$ cat src/rtl/wsl_pkg.sv
package wsl_pkg;
  // number of command bits after the start bit
  localparam int CMD_W = 2;
  localparam int CNT_W = $clog2(CMD_W + 1);

  // on-wire command field values
  typedef enum logic [CMD_W-1:0] {
    CMD_NONE = 2'b00,
    CMD_SYNC = 2'b01,
    CMD_DEL  = 2'b10,
    CMD_INS  = 2'b11
  } wsl_cmd_e;
endpackage

$ cat src/rtl/wsl_req_slot.sv
module wsl_req_slot
  import wsl_pkg::*;
(
  input  logic     clk,
  input  logic     rst_n,
  input  logic     is_master,
  input  logic     req_sync,
  input  logic     req_del,
  input  logic     req_ins,
  input  logic     take,
  output logic     req_ready,
  output logic     slot_valid,
  output wsl_cmd_e slot_cmd
);
  wsl_cmd_e pick;
  logic     any_req;

  // fixed priority: sync over delete over insert
  always_comb begin
    if (req_sync)     pick = CMD_SYNC;
    else if (req_del) pick = CMD_DEL;
    else if (req_ins) pick = CMD_INS;
    else              pick = CMD_NONE;
  end

  assign any_req   = req_sync | req_del | req_ins;
  assign req_ready = is_master & ~slot_valid;

  always_ff @(posedge clk or negedge rst_n) begin
    if (!rst_n) begin
      slot_valid <= 1'b0;
      slot_cmd   <= CMD_NONE;
    end else if (req_ready && any_req) begin
      slot_valid <= 1'b1;
      slot_cmd   <= pick;
    end else if (take) begin
      slot_valid <= 1'b0;
    end
  end
endmodule

$ cat src/rtl/wsl_tx_ser.sv
module wsl_tx_ser
  import wsl_pkg::*;
(
  input  logic     clk,
  input  logic     rst_n,
  input  logic     is_master,
  input  logic     slot_valid,
  input  wsl_cmd_e slot_cmd,
  output logic     take,
  output logic     tx_line
);
  logic [CMD_W-1:0] sh_q;
  logic [CNT_W-1:0] left_q;
  logic             idle;

  assign idle = (left_q == '0);
  assign take = idle & slot_valid & is_master;

  always_ff @(posedge clk or negedge rst_n) begin
    if (!rst_n) begin
      sh_q    <= '0;
      left_q  <= '0;
      tx_line <= 1'b0;
    end else if (take) begin
      tx_line <= 1'b1;
      sh_q    <= slot_cmd;
      left_q  <= CNT_W'(CMD_W);
    end else if (!idle) begin
      tx_line <= sh_q[CMD_W-1];
      sh_q    <= sh_q << 1;
      left_q  <= left_q - 1'b1;
    end else begin
      tx_line <= 1'b0;
    end
  end
endmodule

$ cat src/rtl/wsl_rx_dec.sv
module wsl_rx_dec
  import wsl_pkg::*;
(
  input  logic clk,
  input  logic rst_n,
  input  logic rx_line,
  output logic ev_sync,
  output logic ev_del,
  output logic ev_ins
);
  logic [CMD_W-2:0] sh_q;
  logic [CNT_W-1:0] need_q;
  logic [CMD_W-1:0] full;

  assign full = {sh_q, rx_line};

  always_ff @(posedge clk or negedge rst_n) begin
    if (!rst_n) begin
      sh_q    <= '0;
      need_q  <= '0;
      ev_sync <= 1'b0;
      ev_del  <= 1'b0;
      ev_ins  <= 1'b0;
    end else begin
      ev_sync <= 1'b0;
      ev_del  <= 1'b0;
      ev_ins  <= 1'b0;
      if (need_q == '0) begin
        if (rx_line) need_q <= CNT_W'(CMD_W);
      end else begin
        sh_q   <= full[CMD_W-2:0];
        need_q <= need_q - 1'b1;
        if (need_q == CNT_W'(1)) begin
          ev_sync <= (full == CMD_SYNC);
          ev_del  <= (full == CMD_DEL);
          ev_ins  <= (full == CMD_INS);
        end
      end
    end
  end
endmodule

$ cat src/rtl/wsync_link.sv
module wsync_link
  import wsl_pkg::*;
(
  input  logic clk,
  input  logic rst_n,
  input  logic is_master,
  input  logic req_sync,
  input  logic req_del,
  input  logic req_ins,
  output logic req_ready,
  input  logic line_in,
  output logic line_out,
  output logic ev_sync,
  output logic ev_del,
  output logic ev_ins
);
  logic     slot_valid;
  wsl_cmd_e slot_cmd;
  logic     take;
  logic     tx_line;
  logic     rx_line;

  wsl_req_slot u_slot (
    .clk(clk), .rst_n(rst_n), .is_master(is_master),
    .req_sync(req_sync), .req_del(req_del), .req_ins(req_ins),
    .take(take), .req_ready(req_ready),
    .slot_valid(slot_valid), .slot_cmd(slot_cmd)
  );

  wsl_tx_ser u_tx (
    .clk(clk), .rst_n(rst_n), .is_master(is_master),
    .slot_valid(slot_valid), .slot_cmd(slot_cmd),
    .take(take), .tx_line(tx_line)
  );

  assign line_out = is_master & tx_line;
  assign rx_line  = is_master ? line_out : line_in;

  wsl_rx_dec u_rx (
    .clk(clk), .rst_n(rst_n), .rx_line(rx_line),
    .ev_sync(ev_sync), .ev_del(ev_del), .ev_ins(ev_ins)
  );
endmodule

$ cat config.mk
export PLATFORM = sky130hd
export DESIGN_NAME = wsync_link
export DESIGN_NICKNAME = d
export VERILOG_FILES = /design/src/rtl/wsl_pkg.sv /design/src/rtl/wsl_req_slot.sv /design/src/rtl/wsl_tx_ser.sv /design/src/rtl/wsl_rx_dec.sv /design/src/rtl/wsync_link.sv
export SDC_FILE = /design/constraint.sdc
export NUM_CORES = 1
export LEC_CHECK = 0
export BUFFER_PORTS_ARGS = -buffer_cell sky130_fd_sc_hd__buf_4
export CAP_MARGIN = 10
export CORE_AREA = 2 2 39 41
export CTS_BUF_LIST = sky130_fd_sc_hd__clkbuf_16
export CTS_CLUSTER_DIAMETER = 80
export DETAILED_ROUTE_END_ITERATION = 7
export DIE_AREA = 0 0 41 43
export GPL_TIMING_DRIVEN = 0
export PLACE_DENSITY = 0.71
export SLEW_MARGIN = 0
export SYNTH_ARGS = -nofsm -noshare
export SYNTH_HDL_FRONTEND = slang
export SYNTH_SLANG_ARGS = --single-unit
$ cat constraint.sdc
create_clock -name clk -period 2 [get_ports clk]
set_input_delay 0.4 -clock clk [delete_from_list [all_inputs] [get_ports clk]]
set_output_delay 0.4 -clock clk [all_outputs]
set_load 0.005 [all_outputs]
Word-level counts from Yosys, hierarchy flattened
Index checks and enable logic that the tools add are counted. W data, S select, Z words.

Flip-flop bits (word level): 14. Input port bits: 7. Output and inout bits: 5.

Add/subtract/negate cells: 2. Equality and inequality tests: 6. Mux-type cells: 20. Bitwise logic cells: 7. Reduce and logical (&&, ||, !) cells: 4.

Operators by type and width (number): $mux W2 (9); $mux W1 (11); $and A1 B1 Y1 (4); $eq A2 B1 Y1 const B (2); $eq A2 B2 Y1 const B (2); $logic_not A2 Y1 (2); $sub A2 B1 Y2 const B (2); $ne A2 B1 Y1 const B (1); $ne A2 B2 Y1 const B (1); $or A1 B1 Y1 (2); $reduce_bool A2 Y1 (1); $logic_and A1 B1 Y1 (1); $not A1 Y1 (1).

Logic depth before layout (Yosys ltp)
Gate-level depths: netlist of run 1.

Depth in word-level cells: 5. Gate-level depth with buffers: 4.

By module
Synthesis of run 1 repeated with hierarchy kept, for this count alone.

Cells, all modules: 55. Area, all modules: 695.7 um^2.

By module, submodules not included: wsl_rx_dec (instances 1, cells an instance 18, area each 281.5 um^2, seq. area each 150.1 um^2); wsl_tx_ser (instances 1, cells an instance 21, area each 245.2 um^2, seq. area each 125.1 um^2); wsl_req_slot (instances 1, cells an instance 14, area each 146.4 um^2, seq. area each 75.1 um^2); wsync_link (instances 1, cells an instance 2, area each 22.5 um^2, seq. area each 0.0 um^2).

Worst setup path before layout of run 1
No wires, ideal clock.

Path type: input-to-reg. Start: input is_master. End: register u_rx.need_q[0]. Setup time: 0.125 ns. Arrival time: 1.068 ns. Required time: 1.875 ns. Slack: 0.807 ns. Cell stages on the path: 3. Path through: mux2i_2 > nand2_2 > mux2_4.

Word-level cells in the longest chain between the ends: 3.

Ends and longest elaborated chain: start, declared (line wsync_link.sv:6) `input logic is_master,`; $and A1 B1 Y1 (line wsync_link.sv:36) `assign line_out = is_master & tx_line;`; $mux W1 * (line wsync_link.sv:37) `assign rx_line = is_master ? line_out : line_in;`; $ne A2 B1 Y1 (no line) *; end signal, assigned (line wsl_rx_dec.sv:29) `if (rx_line) need_q <= CNT_W'(CMD_W);`; end signal, assigned (line wsl_rx_dec.sv:32) `need_q <= need_q - 1'b1;`; end, declared (line wsl_rx_dec.sv:12) `logic [CNT_W-1:0] need_q;`.

Mark *: on every way between the ends. The rest lies on a longest branch, timed or not. A chain may end at the register's enable or synchronous reset.

Final worst setup path of run 1
Start: register u_slot.slot_valid. End: output req_ready.

Word-level cells in the longest chain between the ends: 2.

Ends and longest elaborated chain: start, declared (line wsl_req_slot.sv:12) `output logic slot_valid,`; start signal, assigned (line wsl_req_slot.sv:31) `slot_valid <= 1'b0;`; start signal, assigned (line wsl_req_slot.sv:34) `slot_valid <= 1'b1;`; start signal, assigned (line wsl_req_slot.sv:37) `slot_valid <= 1'b0;`; $not A1 Y1 (line wsl_req_slot.sv:27) `assign req_ready = is_master & ~slot_valid;`; $and A1 B1 Y1 (line wsl_req_slot.sv:27); end, declared (line wsync_link.sv:10) `output logic req_ready,`.

Every way passes these cells.

==> impl_metrics.yaml, run 1 <==
place:
  place_congestion: 0.7280
  dp_hpwl_um: 732.1
  placed_cells: 82
  dpl_worst_slack_ps: 602.2
  place_area_um2: 743.2
  portBuffers: 11
grt:
  grtUsageTotal_pct: 14.86
  grt_max_degree: 15
  grt_pass1_wl_um: 1656
  grt_antenna_before_repair: 0
  grt_pass1_vias: 433
  grt_overflow: 0
cts:
  clkTransAtPathRegs_ps: 40
  ctsResizeCount: 0
  cts_sinks: 14
  clock_latency_ps: 240
  numCtsBuffers: 3
  htree_num_levels: 1
  clock_path_buffers: 2
  post_cts_buffers: 0
  hold_buffers: 0
  root_buffer: "clkbuf_16"
  cts_tree: "done"
cells_and_area:
  regArea_um2: 350.3
  nets: 82
  diodes: 0
  fill_cells: 118
  final_area_um2: 822.0
  multi_input_area_um2: 267.8
  drive_gt1_share_pct: 25.71
  fin_util_pct: 59.40
  final_cells: 86
  syn_to_final_growth_pct: 28.32
worst_setup_path:
  path_max_fanout: 5
  worst-setup-path-type: "flip-flop to output port"
  critPathBufInv: 1
  max_stage_delay_ps: 420
  crit_chain: "and2b_1, buf_4"
  crit_path_end_kind: "output port"
  start_kind: "flip-flop"
  critPathRequiredTime_ps: 1600
  slowest_stage: "dfrtp_1"
  crit_family: "flip-flops"
  arrival_ps: 1080
floorplan:
  fp-row-count: 14
  core_region_area_mm2: 0.001384
  die-area_mm2: 0.001763
  die_h_um: 43
  num_io_pins: 12
  die_w_um: 41
  initial_core_util_pct: 46.29
sta:
  holdWs_ps: -3.252
  hold_viol_final: 14
  relSlewSlack_pct: 80.27
  fmax_mhz: 675.4
  rsz0062_at_grt: "false"
  finClkSkew_ps: 1.428
  fin_ws_ps: 519.3
  finalSetupTns_ps: 0
  max_slew.worst_pin.slew_ps: 290.2
  final-max-slew-violation-count: 0
  setup_viol: 0
  final.min_clock_period_ps: 1481
  post-route-period-util_pct: 74.04
job:
  maxCapViolations: 0
synthesis:
  synth.distinct_cells: 20
  synth-warning-count: 0
  ys_ff_latch: 14
  synthTopCellsByArea: "dfrtp_1 55%, ha_1 7.8%, mux2i_1 6.3%, inv_1 3.5%, a21oi_1 3.1%"
  synth_edf_count: 0
  synth-async-reset-ratio_pct: 100.0
  synth.top_cells.by_count: "14 x dfrtp_1, 6 x inv_1, 4 x a21oi_1, 4 x ha_1, 4 x mux2i_1"
  synth_top_cell_by_area: "dfrtp_1"
  synth_top_area_share_pct: 54.69
  syn_avg_cell_area_um2: 11.65
  syn_area_um2: 640.6
  ys.flop_type: "dfrtp_1"
  synthCells: 55
  yosysSeqAreaShare_pct: 54.69
  synth_nets: 66
  synth_most_common_cell: "dfrtp_1"
power:
  p_leak_nw: 0.4190
  power_frac_comb_pct: 31.3
  p_sw_share_pct: 29.37
  power_density_mw_per_mm2: 1466
  netSwitchingPower_uw: 353.9
  intPower_uw: 851.1
  p_seq_share_pct: 37.8
  clockPowerShare_pct: 30.9
  ir_worst_vdd_mv: 0.6892
routing:
  drc_errors: 0
  routed-via-count: 440
  drt_iter0_drc: 6
  avgViaCountPerCell: 5.116
  firstDrtPassIters: 4
  ant_nets: 0
  wl_per_cell_um: 11.30
  wirelength_um: 972
run_status:
  violations: "negative hold slack"
  outcome: "complete, but fails checks"
hold_path:
  hp-class: "input pin to asynchronous set/reset pin"
## placed cells by master (no fill, tap or decap)
cell       instances
dfrtp_1           14
buf_4             11
inv_1              6
a21oi_1            4
mux2i_1            4
ha_1               4
nand3_1            3
nand2_1            3
clkbuf_16          3
nor4b_1            2
o21ai_0            2
nor2_1             2
o21a_1             2
and2b_1            1
mux2i_2            1
and4b_1            1
and2_1             1
o22a_1             1
nand2_2            1
a21boi_0           1
mux2_4             1
or2_2              1
clkinv_1           1
## worst paths after layout
check	start	end	slack (ps)	cells after the start
min reg2reg	u_rx.sh_q	u_rx.ev_sync	450	1
max reg2reg	u_rx.need_q[0]	u_rx.need_q[0]	740	4
max	u_slot.slot_valid	req_ready	520	2
min	rst_n	u_slot.slot_cmd[0]	-3	1
max in group asynchronous	rst_n	u_tx.left_q[0]	1840	1
min in group clk	req_sync	u_slot.slot_cmd[1]	350	2
## through the flow
stage                     hold WS (ps)  total power, mW
final                           -3.252            1.205
after global routing             7.444            1.294
after CTS                        3.772            1.223
after detailed placement         260.2           0.8426
after floorplan                  104.4           0.7357
after global placement           259.6           0.8242
## sequential cells by signal, indices dropped and copies added (netlist names)
register           count
u_rx.ev_ins            1
u_rx.need_q            2
u_rx.ev_del            1
u_tx.left_q            2
u_slot.slot_cmd        2
u_rx.ev_sync           1
u_slot.slot_valid      1
u_tx.sh_q              2
u_rx.sh_q              1
u_tx.tx_line           1
## metal layers
layer / global-route usage, % / wire, um / vias up
li1: - / - / 222
met1: 16.84 / 435 / 208
met2: 20.63 / 474 / 6
met3: 4.712 / 27 / 4
met4: 14.00 / 35 / 0
met5: 0 / 0 / -
## final cells by class
cell class,count,share of cell area [%]
repair buffers,11,10.05
flip-flops and latches,14,42.62
clock buffers,3,9.132
well taps,16,2.435
inverters,6,2.740
multi-input cells,35,32.57
clock inverters,1,0.4566
## power groups by stage
stage	Sequential, mW	Clock (mW)	Combinational, mW
2_1_floorplan	0.447	0	0.289
3_3_place_gp	0.457	0	0.367
3_5_place_dp	0.459	0	0.383
4_1_cts	0.457	0.382	0.384
5_1_grt	0.468	0.394	0.432
6_report	0.456	0.373	0.377
## cell families after synthesis
family                   after synthesis  synth area share, %
flip-flops                            14                54.69
buffers and inverters                  6                3.515
AND/OR/NAND/NOR                       15                13.67
adder cells (fa/ha/maj)                4                7.813
AO/OA/AOI/OAI                         10                9.570
multiplexers                           6                10.74
## worst register-to-register path, cell delays in order (launching register included)
cell and delay [ps]:
dfrtp_1 380, inv_1 80, ha_1 270, nand2_2 100
mux2_4 310
No activity file was read; power rests on OpenSTA's default activity.
==> run 2: changes to the inputs <==
--- a/config.mk
+++ b/config.mk
@@ -7,11 +7,11 @@
 export LEC_CHECK = 0
 export BUFFER_PORTS_ARGS = -buffer_cell sky130_fd_sc_hd__buf_4
 export CAP_MARGIN = 10
-export CORE_AREA = 2 2 39 41
+export CORE_MARGIN = 2
+export CORE_UTILIZATION = 46
 export CTS_BUF_LIST = sky130_fd_sc_hd__clkbuf_16
 export CTS_CLUSTER_DIAMETER = 80
 export DETAILED_ROUTE_END_ITERATION = 7
-export DIE_AREA = 0 0 41 43
 export GPL_TIMING_DRIVEN = 0
 export PLACE_DENSITY = 0.71
 export SLEW_MARGIN = 0
==> constraint.sdc (replaced) <==
create_clock -name clk -period 1.3 [get_ports clk]
set_input_delay 0.26 -clock clk [delete_from_list [all_inputs] [get_ports clk]]
set_output_delay 0.26 -clock clk [all_outputs]
set_load 0.005 [all_outputs]
==> run 2 against run 1 <==
The run now ends clean. Critical path depth stayed put. Combinational power is 77% higher. Cell count is 1.2% higher. Non-clock buffer count is 2 higher. Power is 62% higher. Utilization is 6.1 points higher. Cell area is 3.7% higher. Register-to-register slack worse by 670 ps. First-iteration DRC count is 67% lower. Via count is 3.2% higher. Worst hold slack better by 210 ps. Global-route usage is 1.2 points higher. Critical path type unchanged. Critical endpoint unchanged. Largest power group unchanged. Highest routed layer is now met3.
==> impl_metrics.yaml, run 2 (synthesized netlist as in run 1, its figures left out) <==
floorplan:
  core_region_area_mm2: 0.001301
  die-area_mm2: 0.001707
  initial_core_util_pct: 49.23
  die_h_um: 41.32
  num_io_pins: 12
  die_w_um: 41.32
  fp-row-count: 13
grt:
  grt_pass1_vias: 380
  grt_overflow: 0
  grtUsageTotal_pct: 16.01
  grt_pass1_wl_um: 1656
  grt_antenna_before_repair: 0
  grt_max_degree: 15
sta:
  rsz0062_at_grt: "false"
  final-max-slew-violation-count: 0
  holdWs_ps: 204.2
  final.min_clock_period_ps: 1241
  finClkSkew_ps: 2.546
  max_slew.worst_pin.slew_ps: 358.0
  relSlewSlack_pct: 75.80
  setup_viol: 0
  fmax_mhz: 805.6
  hold_viol_final: 0
  post-route-period-util_pct: 95.49
  finalSetupTns_ps: 0
routing:
  firstDrtPassIters: 4
  drc_errors: 0
  wl_per_cell_um: 13.39
  avgViaCountPerCell: 5.218
  drt_iter0_drc: 2
  ant_nets: 0
  routed-via-count: 454
  wirelength_um: 1165
cells_and_area:
  final_common_cell: "dfrtp_1"
  diodes: 0
  syn_to_final_growth_pct: 33.01
  final_cell_mix: "14 x dfrtp_1, 12 x buf_4, 6 x inv_1"
  fill_cells: 103
  nets: 84
  drive_gt1_share_pct: 29.17
  multi_input_area_um2: 281.5
  regArea_um2: 350.3
worst_setup_path:
  critPathRequiredTime_ps: 1040
  start_kind: "flip-flop"
  crit_chain: "and2b_2, buf_4"
  worst-setup-path-type: "flip-flop to output port"
  path_max_fanout: 5
  crit_path_end_kind: "output port"
  slowest_stage: "dfrtp_1"
  max_stage_delay_ps: 370
  critPathBufInv: 1
  crit_family: "flip-flops"
  arrival_ps: 980
cts:
  cts_sinks: 14
  cts_tree: "done"
  root_buffer: "clkbuf_16"
  clkTransAtPathRegs_ps: 50
  clock_latency_ps: 240
  htree_num_levels: 1
  numCtsBuffers: 3
  clock_path_buffers: 2
hold_path:
  hp-class: "input pin to flip-flop"
place:
  portBuffers: 11
  dp_hpwl_um: 755.1
  place_congestion: 0.6480
power:
  power_density_mw_per_mm2: 2288
  p_leak_nw: 0.4276
  total_power_mw: 1.950
  ir_worst_vdd_mv: 1.324
job:
  maxCapViolations: 0
run_status:
  outcome: "complete, no violations"
[run 2: report_power, final]
group	internal (mW)	switching, mW	leakage [nW]	total [mW]
combinational	0.344	0.325	0.214	0.669
clock	0.406	0.174	0.0385	0.580
sequential	0.606	0.0947	0.175	0.700
total	1.36	0.594	0.428	1.95
[run 2: worst paths after layout]
kind / start / endpoint / slack [ps] / depth (start not counted)
worst min register to register: u_rx.sh_q / u_rx.ev_sync / 470 / 1
max in group asynchronous: rst_n / u_rx.ev_del / 730 / 2
min in group asynchronous: rst_n / u_tx.sh_q[0] / 410 / 2
worst min-delay path: req_sync / u_slot.slot_cmd[1] / 200 / 2
worst max register to register: u_tx.tx_line / u_rx.need_q[0] / 70 / 3
worst max-delay path: u_slot.slot_valid / req_ready / 60 / 2
[run 2: repair_timing]
| action | 4_1_cts | 5_1_grt |
|---|---|---|
| setup buffers | 1 | 0 |
| hold endpoints to repair | 14 | 0 |
| resized for setup | 1 | 2 |
| hold buffers | 1 | 0 |
| setup endpoints to repair | 1 | 2 |
[run 2: metrics by stage]
step / area, um^2 / std cells / setup WS, ps / utilization, %
after detailed placement: 742.0 / 81 / 9.489 / 57.02
after floorplan: 640.6 / 55 / 124.1 / -
after global routing: 852.1 / 87 / 7.620 / 65.48
after global placement: 742.0 / 81 / 24.71 / 57.02
final: 852.1 / 87 / 58.65 / 65.48
after CTS: 839.6 / 87 / 13.73 / 64.52
[run 2: area by class of cell]
cell class              count  area share [%]
flip-flops and latches     14           41.12
multi-input cells          35           33.04
repair buffers             13           11.75
clock buffers               3           8.811
inverters                   6           2.643
well taps                  15           2.203
clock inverters             1          0.4405
[run 2: routing by layer]
| metal | global-route usage (%) | up-vias | wire length (um) |
|---|---|---|---|
| li1 | - | 225 | - |
| met1 | 18.98 | 217 | 507 |
| met2 | 25.39 | 12 | 575 |
| met3 | 6.383 | 0 | 82 |
| met4 | 7.258 | 0 | 0 |
| met5 | 0 | - | 0 |
